## config.mk

```make
export PLATFORM = sky130hd
export DESIGN_NAME = usb_ls_rx
export DESIGN_NICKNAME = d
export VERILOG_FILES = /design/src/rtl/usb_ls_rx_pkg.sv /design/src/rtl/usb_ls_line_sync.sv /design/src/rtl/usb_ls_bit_rx.sv /design/src/rtl/usb_ls_byte_rx.sv /design/src/rtl/usb_ls_rx.sv
export SDC_FILE = /design/constraint.sdc
export NUM_CORES = 1
export LEC_CHECK = 0
export BUFFER_PORTS_ARGS = -buffer_cell sky130_fd_sc_hd__buf_2
export CORE_MARGIN = 10
export CORE_UTILIZATION = 35
export DETAILED_ROUTE_END_ITERATION = 6
export GPL_TIMING_DRIVEN = 0
export HOLD_SLACK_MARGIN = 0.1
export SYNTH_ARGS = -nofsm -noshare
export SYNTH_HDL_FRONTEND = slang
export SYNTH_SLANG_ARGS = --single-unit
```

## constraint.sdc

```tcl
create_clock -name clk_i -period 2.7 [get_ports clk_i]
set_input_delay 0.405 -clock clk_i [delete_from_list [all_inputs] [get_ports clk_i]]
set_output_delay 0.405 -clock clk_i [all_outputs]
set_load 0.005 [all_outputs]
```

## src/rtl/usb_ls_rx_pkg.sv

```systemverilog
package usb_ls_rx_pkg;

  typedef enum logic [1:0] {
    LS_SE0 = 2'b00,
    LS_J   = 2'b01,
    LS_K   = 2'b10,
    LS_SE1 = 2'b11
  } line_e;

  typedef enum logic [1:0] {
    ST_IDLE,
    ST_HUNT,
    ST_DATA,
    ST_WAIT
  } rx_state_e;

  localparam logic [15:0] CRC_POLY    = 16'hA001;
  localparam logic [15:0] CRC_INIT    = 16'hFFFF;
  localparam logic [15:0] CRC_RESIDUE = 16'hB001;

  function automatic logic [15:0] crc16_byte(input logic [15:0] c, input logic [7:0] d);
    logic [15:0] r;
    r = c;
    for (int i = 0; i < 8; i++) begin
      if (r[0] ^ d[i]) r = (r >> 1) ^ CRC_POLY;
      else             r = r >> 1;
    end
    return r;
  endfunction

endpackage

```

## src/rtl/usb_ls_line_sync.sv

```systemverilog
module usb_ls_line_sync
  import usb_ls_rx_pkg::*;
(
  input  logic  clk_i,
  input  logic  rst_ni,
  input  logic  dp_i,
  input  logic  dm_i,
  output line_e line_o
);

  logic [1:0] s1_q, s2_q;

  always_ff @(posedge clk_i or negedge rst_ni) begin
    if (!rst_ni) begin
      s1_q <= LS_J;
      s2_q <= LS_J;
    end else begin
      s1_q <= {dp_i, dm_i};
      s2_q <= s1_q;
    end
  end

  assign line_o = line_e'(s2_q);

endmodule

```

## src/rtl/usb_ls_bit_rx.sv

```systemverilog
module usb_ls_bit_rx
  import usb_ls_rx_pkg::*;
#(
  parameter int CLKS_PER_BIT = 12
) (
  input  logic  clk_i,
  input  logic  rst_ni,
  input  line_e line_i,
  input  logic  abort_i,
  output logic  bit_vld_o,
  output logic  bit_o,
  output logic  se0_o,
  output logic  stuff_err_o
);

  localparam int PW  = $clog2(CLKS_PER_BIT);
  localparam int TMO = 3 * CLKS_PER_BIT;
  localparam int TW  = $clog2(TMO + 1);
  localparam logic [PW-1:0] HALF = PW'(CLKS_PER_BIT / 2);
  localparam logic [PW-1:0] LAST = PW'(CLKS_PER_BIT - 1);

  rx_state_e     st_q;
  line_e         line_q, prev_q;
  logic [PW-1:0] phase_q;
  logic [TW-1:0] tmo_q;
  logic          k_seen_q, seen_se0_q;
  logic [2:0]    ones_q;

  logic sample, line_chg, same, data_smp;

  assign sample   = (phase_q == HALF);
  assign line_chg = (line_i != line_q);
  assign same     = (line_i == prev_q);
  assign data_smp = (st_q == ST_DATA) && sample;

  assign se0_o       = data_smp && (line_i == LS_SE0);
  assign stuff_err_o = data_smp && (line_i != LS_SE0) && (ones_q == 3'd6) && same;
  assign bit_vld_o   = data_smp && (line_i != LS_SE0) && (ones_q != 3'd6);
  assign bit_o       = same;

  always_ff @(posedge clk_i or negedge rst_ni) begin
    if (!rst_ni) begin
      st_q       <= ST_IDLE;
      line_q     <= LS_J;
      prev_q     <= LS_J;
      phase_q    <= '0;
      tmo_q      <= '0;
      k_seen_q   <= 1'b0;
      seen_se0_q <= 1'b0;
      ones_q     <= '0;
    end else begin
      line_q <= line_i;
      // realign only while hunting or waiting; free-run inside a packet
      if (st_q == ST_IDLE || ((st_q == ST_HUNT || st_q == ST_WAIT) && line_chg) || phase_q == LAST)
        phase_q <= '0;
      else
        phase_q <= phase_q + 1'b1;

      case (st_q)
        ST_IDLE: begin
          if (line_i == LS_K) begin
            st_q     <= ST_HUNT;
            tmo_q    <= '0;
            k_seen_q <= 1'b0;
          end
        end
        ST_HUNT: begin
          if (line_chg && line_i == LS_K) tmo_q <= '0;
          else                            tmo_q <= tmo_q + 1'b1;
          if (tmo_q == TW'(TMO)) begin
            st_q <= ST_IDLE;
          end else if (sample) begin
            if (line_i == LS_SE0) begin
              st_q <= ST_IDLE;
            end else if (line_i == LS_K) begin
              if (k_seen_q) begin
                st_q   <= ST_DATA;
                prev_q <= LS_K;
                ones_q <= 3'd1;
              end
              k_seen_q <= 1'b1;
            end else begin
              k_seen_q <= 1'b0;
            end
          end
        end
        ST_DATA: begin
          if (abort_i) begin
            st_q       <= ST_WAIT;
            seen_se0_q <= 1'b0;
          end else if (sample) begin
            if (line_i == LS_SE0) begin
              st_q       <= ST_WAIT;
              seen_se0_q <= 1'b1;
            end else begin
              prev_q <= line_i;
              if (ones_q == 3'd6) begin
                if (same) begin
                  st_q       <= ST_WAIT;
                  seen_se0_q <= 1'b0;
                end
                ones_q <= '0;
              end else begin
                ones_q <= same ? ones_q + 3'd1 : 3'd0;
              end
            end
          end
        end
        ST_WAIT: begin
          if (sample) begin
            if (line_i == LS_SE0)                 seen_se0_q <= 1'b1;
            else if (line_i == LS_J && seen_se0_q) st_q       <= ST_IDLE;
          end
        end
        default: st_q <= ST_IDLE;
      endcase
    end
  end


  stuff_abort_chk: assert property (@(posedge clk_i) disable iff (!rst_ni)
    stuff_err_o |=> (st_q == ST_WAIT));

  se0_end_chk: assert property (@(posedge clk_i) disable iff (!rst_ni)
    se0_o |=> (st_q == ST_WAIT) && seen_se0_q);

  hunt_tmo_chk: assert property (@(posedge clk_i) disable iff (!rst_ni)
    (st_q == ST_HUNT) |-> (tmo_q <= TW'(TMO)));

endmodule

```

## src/rtl/usb_ls_byte_rx.sv

```systemverilog
module usb_ls_byte_rx
  import usb_ls_rx_pkg::*;
#(
  parameter int MAX_BYTES = 8
) (
  input  logic       clk_i,
  input  logic       rst_ni,
  input  logic       bit_vld_i,
  input  logic       bit_i,
  input  logic       se0_i,
  input  logic       stuff_i,
  output logic       abort_o,
  output logic [7:0] pid_o,
  output logic       pid_valid_o,
  output logic [7:0] data_o,
  output logic       data_valid_o,
  output logic       eop_o,
  output logic       good_o,
  output logic       crc_err_o,
  output logic       stuff_err_o,
  output logic       ovf_err_o,
  output logic       pid_err_o
);

  localparam int NW = $clog2(MAX_BYTES + 1);

  logic [7:0]    sr_q;
  logic [2:0]    bcnt_q;
  logic          have_pid_q, pid_ok_q;
  logic [NW-1:0] nbytes_q;
  logic [15:0]   crc_q;

  logic [7:0] byte_n;
  logic       byte_done;

  assign byte_n    = {bit_i, sr_q[7:1]};
  assign byte_done = bit_vld_i && (bcnt_q == 3'd7);
  assign abort_o   = byte_done && have_pid_q && (nbytes_q == NW'(MAX_BYTES));

  always_ff @(posedge clk_i or negedge rst_ni) begin
    if (!rst_ni) begin
      sr_q <= '0; bcnt_q <= '0; have_pid_q <= 1'b0; pid_ok_q <= 1'b0;
      nbytes_q <= '0; crc_q <= CRC_INIT; pid_o <= '0; data_o <= '0;
      pid_valid_o <= 1'b0; data_valid_o <= 1'b0; eop_o <= 1'b0;
      good_o <= 1'b0; crc_err_o <= 1'b0; stuff_err_o <= 1'b0;
      ovf_err_o <= 1'b0; pid_err_o <= 1'b0;
    end else begin
      pid_valid_o <= 1'b0; data_valid_o <= 1'b0; eop_o <= 1'b0;
      good_o <= 1'b0; crc_err_o <= 1'b0; stuff_err_o <= 1'b0;
      ovf_err_o <= 1'b0; pid_err_o <= 1'b0;
      if (stuff_i || se0_i || abort_o) begin
        eop_o      <= 1'b1;
        have_pid_q <= 1'b0;
        pid_ok_q   <= 1'b0;
        bcnt_q     <= '0;
        nbytes_q   <= '0;
        if (stuff_i)                      stuff_err_o <= 1'b1;
        else if (abort_o)                 ovf_err_o   <= 1'b1;
        else if (!have_pid_q || !pid_ok_q) pid_err_o  <= 1'b1;
        else if (nbytes_q == '0 || crc_q == CRC_RESIDUE) good_o <= 1'b1;
        else                              crc_err_o   <= 1'b1;
      end else if (bit_vld_i) begin
        sr_q   <= byte_n;
        bcnt_q <= bcnt_q + 3'd1;
        if (byte_done) begin
          if (!have_pid_q) begin
            pid_o       <= byte_n;
            pid_valid_o <= 1'b1;
            have_pid_q  <= 1'b1;
            pid_ok_q    <= (byte_n[7:4] == ~byte_n[3:0]);
            crc_q       <= CRC_INIT;
          end else begin
            data_o       <= byte_n;
            data_valid_o <= 1'b1;
            nbytes_q     <= nbytes_q + 1'b1;
            crc_q        <= crc16_byte(crc_q, byte_n);
          end
        end
      end
    end
  end


  one_flag_chk: assert property (@(posedge clk_i) disable iff (!rst_ni)
    eop_o |-> ($countones({good_o, crc_err_o, stuff_err_o, ovf_err_o, pid_err_o}) == 1));

  flag_needs_eop_chk: assert property (@(posedge clk_i) disable iff (!rst_ni)
    (good_o | crc_err_o | stuff_err_o | ovf_err_o | pid_err_o) |-> eop_o);

  strobe_excl_chk: assert property (@(posedge clk_i) disable iff (!rst_ni)
    $onehot0({pid_valid_o, data_valid_o, eop_o}));

  ovf_abort_chk: assert property (@(posedge clk_i) disable iff (!rst_ni)
    abort_o |=> (eop_o && ovf_err_o && !data_valid_o));

endmodule

```

## src/rtl/usb_ls_rx.sv

```systemverilog
module usb_ls_rx
  import usb_ls_rx_pkg::*;
#(
  parameter int CLKS_PER_BIT = 12,
  parameter int MAX_BYTES    = 8
) (
  input  logic       clk_i,
  input  logic       rst_ni,
  input  logic       dp_i,
  input  logic       dm_i,
  output logic [7:0] pid_o,
  output logic       pid_valid_o,
  output logic [7:0] data_o,
  output logic       data_valid_o,
  output logic       eop_o,
  output logic       good_o,
  output logic       crc_err_o,
  output logic       stuff_err_o,
  output logic       ovf_err_o,
  output logic       pid_err_o
);

  line_e line;
  logic  bit_vld, bit_val, se0_evt, stuff_evt, abort;

  usb_ls_line_sync u_sync (
    .clk_i (clk_i),
    .rst_ni(rst_ni),
    .dp_i  (dp_i),
    .dm_i  (dm_i),
    .line_o(line)
  );

  usb_ls_bit_rx #(.CLKS_PER_BIT(CLKS_PER_BIT)) u_bit (
    .clk_i      (clk_i),
    .rst_ni     (rst_ni),
    .line_i     (line),
    .abort_i    (abort),
    .bit_vld_o  (bit_vld),
    .bit_o      (bit_val),
    .se0_o      (se0_evt),
    .stuff_err_o(stuff_evt)
  );

  usb_ls_byte_rx #(.MAX_BYTES(MAX_BYTES)) u_byte (
    .clk_i       (clk_i),
    .rst_ni      (rst_ni),
    .bit_vld_i   (bit_vld),
    .bit_i       (bit_val),
    .se0_i       (se0_evt),
    .stuff_i     (stuff_evt),
    .abort_o     (abort),
    .pid_o       (pid_o),
    .pid_valid_o (pid_valid_o),
    .data_o      (data_o),
    .data_valid_o(data_valid_o),
    .eop_o       (eop_o),
    .good_o      (good_o),
    .crc_err_o   (crc_err_o),
    .stuff_err_o (stuff_err_o),
    .ovf_err_o   (ovf_err_o),
    .pid_err_o   (pid_err_o)
  );

endmodule

```

==> reports/metrics.csv <==
metric,value,unit
grt_util_met2,0.157,
timing_hold_violations_final,0,
1st_pass_router_iterations,4,
port-buffer-count,27,
ys_top_cells_by_count,"dfrtp_1 (61), nor2_1 (27), nand2_1 (22), xnor2_1 (22), mux2_2 (21)",
yosys.area.top_type,dfrtp_1,
synth-main-ff-cell,dfrtp_1,
initial_utilization,0.355,
final_core_utilization,0.410,
timing.setup.critical_path_class,reg -> reg,
synth-seq-cells,81,
postSynthNetCount,351,
clkLatencyLatePin,0.37,ns
synth_cell_types,56,
detail_route.iter0.violations,137,
reg2reg_slack,0.35,ns
syn_area_per_cell,11.3,sq um
asyncSetResetFlopFracSynth,1.00,
cts.path.max_buffers,2,
cts-htree-levels,3,
reg2reg_to,u_bit.seen_se0_q,
route.detailed.drc,0,
clk_pin_slew_worst_paths,0.09,ns
cp_slowest_stage_delay,0.69,ns
critPathCaptureType,flop,
globalRoute.totalOverflow,0,
n_antenna_cell,0,
critical_path.startpoint,u_sync.line_o[0],
die_w,124,um
fp.coreArea,10700,sq um
grt_setup_unrepaired,false,
worstSetupEndpoint,u_bit.seen_se0_q,
gp_congestion,0.801,
ys_seq_area_frac,0.538,
worstPathRequired,2.91,ns
grt_pass1_wl,13700,um
synthesis.yosys.warnings,0,
grt-busiest-layer,met2,
timing.critical_path.slowest_stage_cell,a21oi_1,
route.antenna.remaining_nets,0,
yosysTopAreaCellShare,0.400,
max-slew-margin-rel,0.433,
static_leakage,2.07,nW
antenna_violations_before_repair,0,
setup-tns-final,0,ns
ir_drop,0.250,mV
syn_area,3820,sq um
grt_pass1_vias,2622,
hold_path.class,in -> reg,
path_max_fanout,10,
result_of_the_run,finished clean,
syn-instance-count,337,
timing.reg2reg.worst_path_depth,6,
power_density,578,nW/um^2
timing.critical_path.mode_cell,o21ai_0,
io-pin-count,28,
cts.sink_count,81,
design.final.nets,391,
period_share,0.872,
met1_usage,0.143,
wl_per_cell,15.2,um
critical_path.cell_chain,buf_1 -> nand3_1 -> o21ai_0 -> a31oi_1 -> a21oi_1 -> o21ai_0,
max_freq,0.425,GHz
layout_min_cycle_time,2.35,ns
cts_inserted_buffers,9,
dr_total_vias,2604,
root_buffer_cell,clkbuf_8,
layout-area-overhead-vs-synth,15.3,%
synthMostInstantiatedCell,dfrtp_1,
globalRouteMet3Util,0.0260,
dp_hpwl,5640,um
setup_viol_count_final,0,
timing.critical_path.arrival,2.57,ns
nFillCells,1058,
final_layout_size_suffix_gt1_frac,0.249,
maxSlewViolCount,0,
maxCapViolations,0,
synth_edf_count,0,
final.setup_skew,0.0134,ns
worst_setup_path_start_kind,flop,
design.die.area,15500,sq um
yosys-top-cells-area,"dfrtp_1 (40%), dfstp_2 (14%), mux2_2 (6.2%)",
floorplan.rows,38,
average_via_count_per_standard_cell,4.99,
worst_slew_pin_slew,0.851,ns
grtUsageTotal,0.107,
worst_r2r_startpoint,u_sync.line_o[0],
post_cts_buffers,0,
cts_tree,yes,
grt_max_degree,44,
die_y,124,um
totalWireLength,7940,um
## cell usage in the layout (no fill, tap or decap), types with 9 or more instances in the layout
cell type,synthesis,layout
a21oi_1,10,10
a31oi_1,11,11
buf_2,4,30
clkbuf_8,0,9
dfrtp_1,61,61
dfstp_2,20,20
ha_1,10,10
inv_1,19,19
mux2_2,21,21
nand2_1,22,22
nor2_1,27,27
o21ai_0,16,16
xnor2_1,22,22
xor2_1,10,10
## stage by stage
| stage | cell area, sq um | worst slack (ns) | total power, mW | instances | hold WS, ns |
|---|---|---|---|---|---|
| floorplan | 3820 | 0.734 | 1.42 | 337 | 0.109 |
| global placement | 4130 | 0.376 | 1.47 | 504 | 0.335 |
| detailed placement | 4150 | 0.366 | 1.48 | 505 | 0.341 |
| CTS | 4400 | 0.309 | 2.57 | 522 | 0.117 |
| global route | 4400 | 0.0932 | 2.65 | 522 | 0.122 |
| finish | 4400 | 0.346 | 2.54 | 522 | 0.138 |
## area by class of cell
| cell class | count | area (sq um) | area share |
|---|---|---|---|
| buffer | 11 | 50.0 | 0.0114 |
| clock inverter | 6 | 115 | 0.0261 |
| clock buffer | 10 | 128 | 0.0290 |
| inverter | 20 | 75.1 | 0.0171 |
| tap | 140 | 175 | 0.0398 |
| timing repair buffer | 29 | 168 | 0.0381 |
| sequential | 81 | 2050 | 0.466 |
| multi-input combinational | 225 | 1640 | 0.373 |
## report_power, final
| part | switching (mW) | internal (mW) | leakage (nW) | total, mW |
|---|---|---|---|---|
| registers | 0.0349 | 1.25 | 1.04 | 1.29 |
| clock network | 0.468 | 0.619 | 0.117 | 1.09 |
| logic | 0.101 | 0.0659 | 0.913 | 0.167 |
| total | 0.604 | 1.94 | 2.07 | 2.54 |
## worst max-delay path: cells and delay by family (launching register included)
| kind | cells | cell delay [ns] |
|---|---|---|
| AOI/OAI and AO/OA | 4 | 1.12 |
| DFF | 1 | 0.58 |
| buffers and inverters | 1 | 0.39 |
| and+or+nand+nor | 1 | 0.12 |
## registers in the layout, summed over array words and instances, names as in the netlist, 3 cells and up, named ones only
name,cells
u_byte.sr_q,7
u_byte.crc_q,16
u_byte.bcnt_q,3
u_bit.tmo_q,6
u_byte.data_o,8
u_byte.nbytes_q,4
u_bit.ones_q,3
u_bit.phase_q,4
u_byte.pid_o,8
## kinds of logic after synthesis
family,synth area share
buf+inv,0.0328
simple gates,0.127
mux,0.0724
fa+ha+maj,0.0328
compound gates,0.103
xor+xnor,0.0941
flops,0.538
## how the worst min path moves through the flow
stage / from / to / depth (start not counted)
2_1_floorplan: rst_ni / async pin / 0
3_3_place_gp: u_sync.s1_q[1] / u_sync.line_o[1] / 0
5_1_grt: dm_i / u_sync.s1_q[0] / 1
3_5_place_dp: u_sync.s1_q[1] / u_sync.line_o[1] / 0
4_1_cts: dm_i / u_sync.s1_q[0] / 1
6_report: dm_i / u_sync.s1_q[0] / 1
## layer usage
layer,vias up,wire [um]
li1,1260,-
met1,1296,4040
met2,36,3520
met3,12,224
met4,0,154
met5,-,0
## timing repair
| item | in CTS | in global routing |
|---|---|---|
| hold endpoints to repair | 27 | 0 |
| hold buffers | 1 | 0 |
| resized for setup | 0 | 0 |
Power figures use the tool's default switching activity.
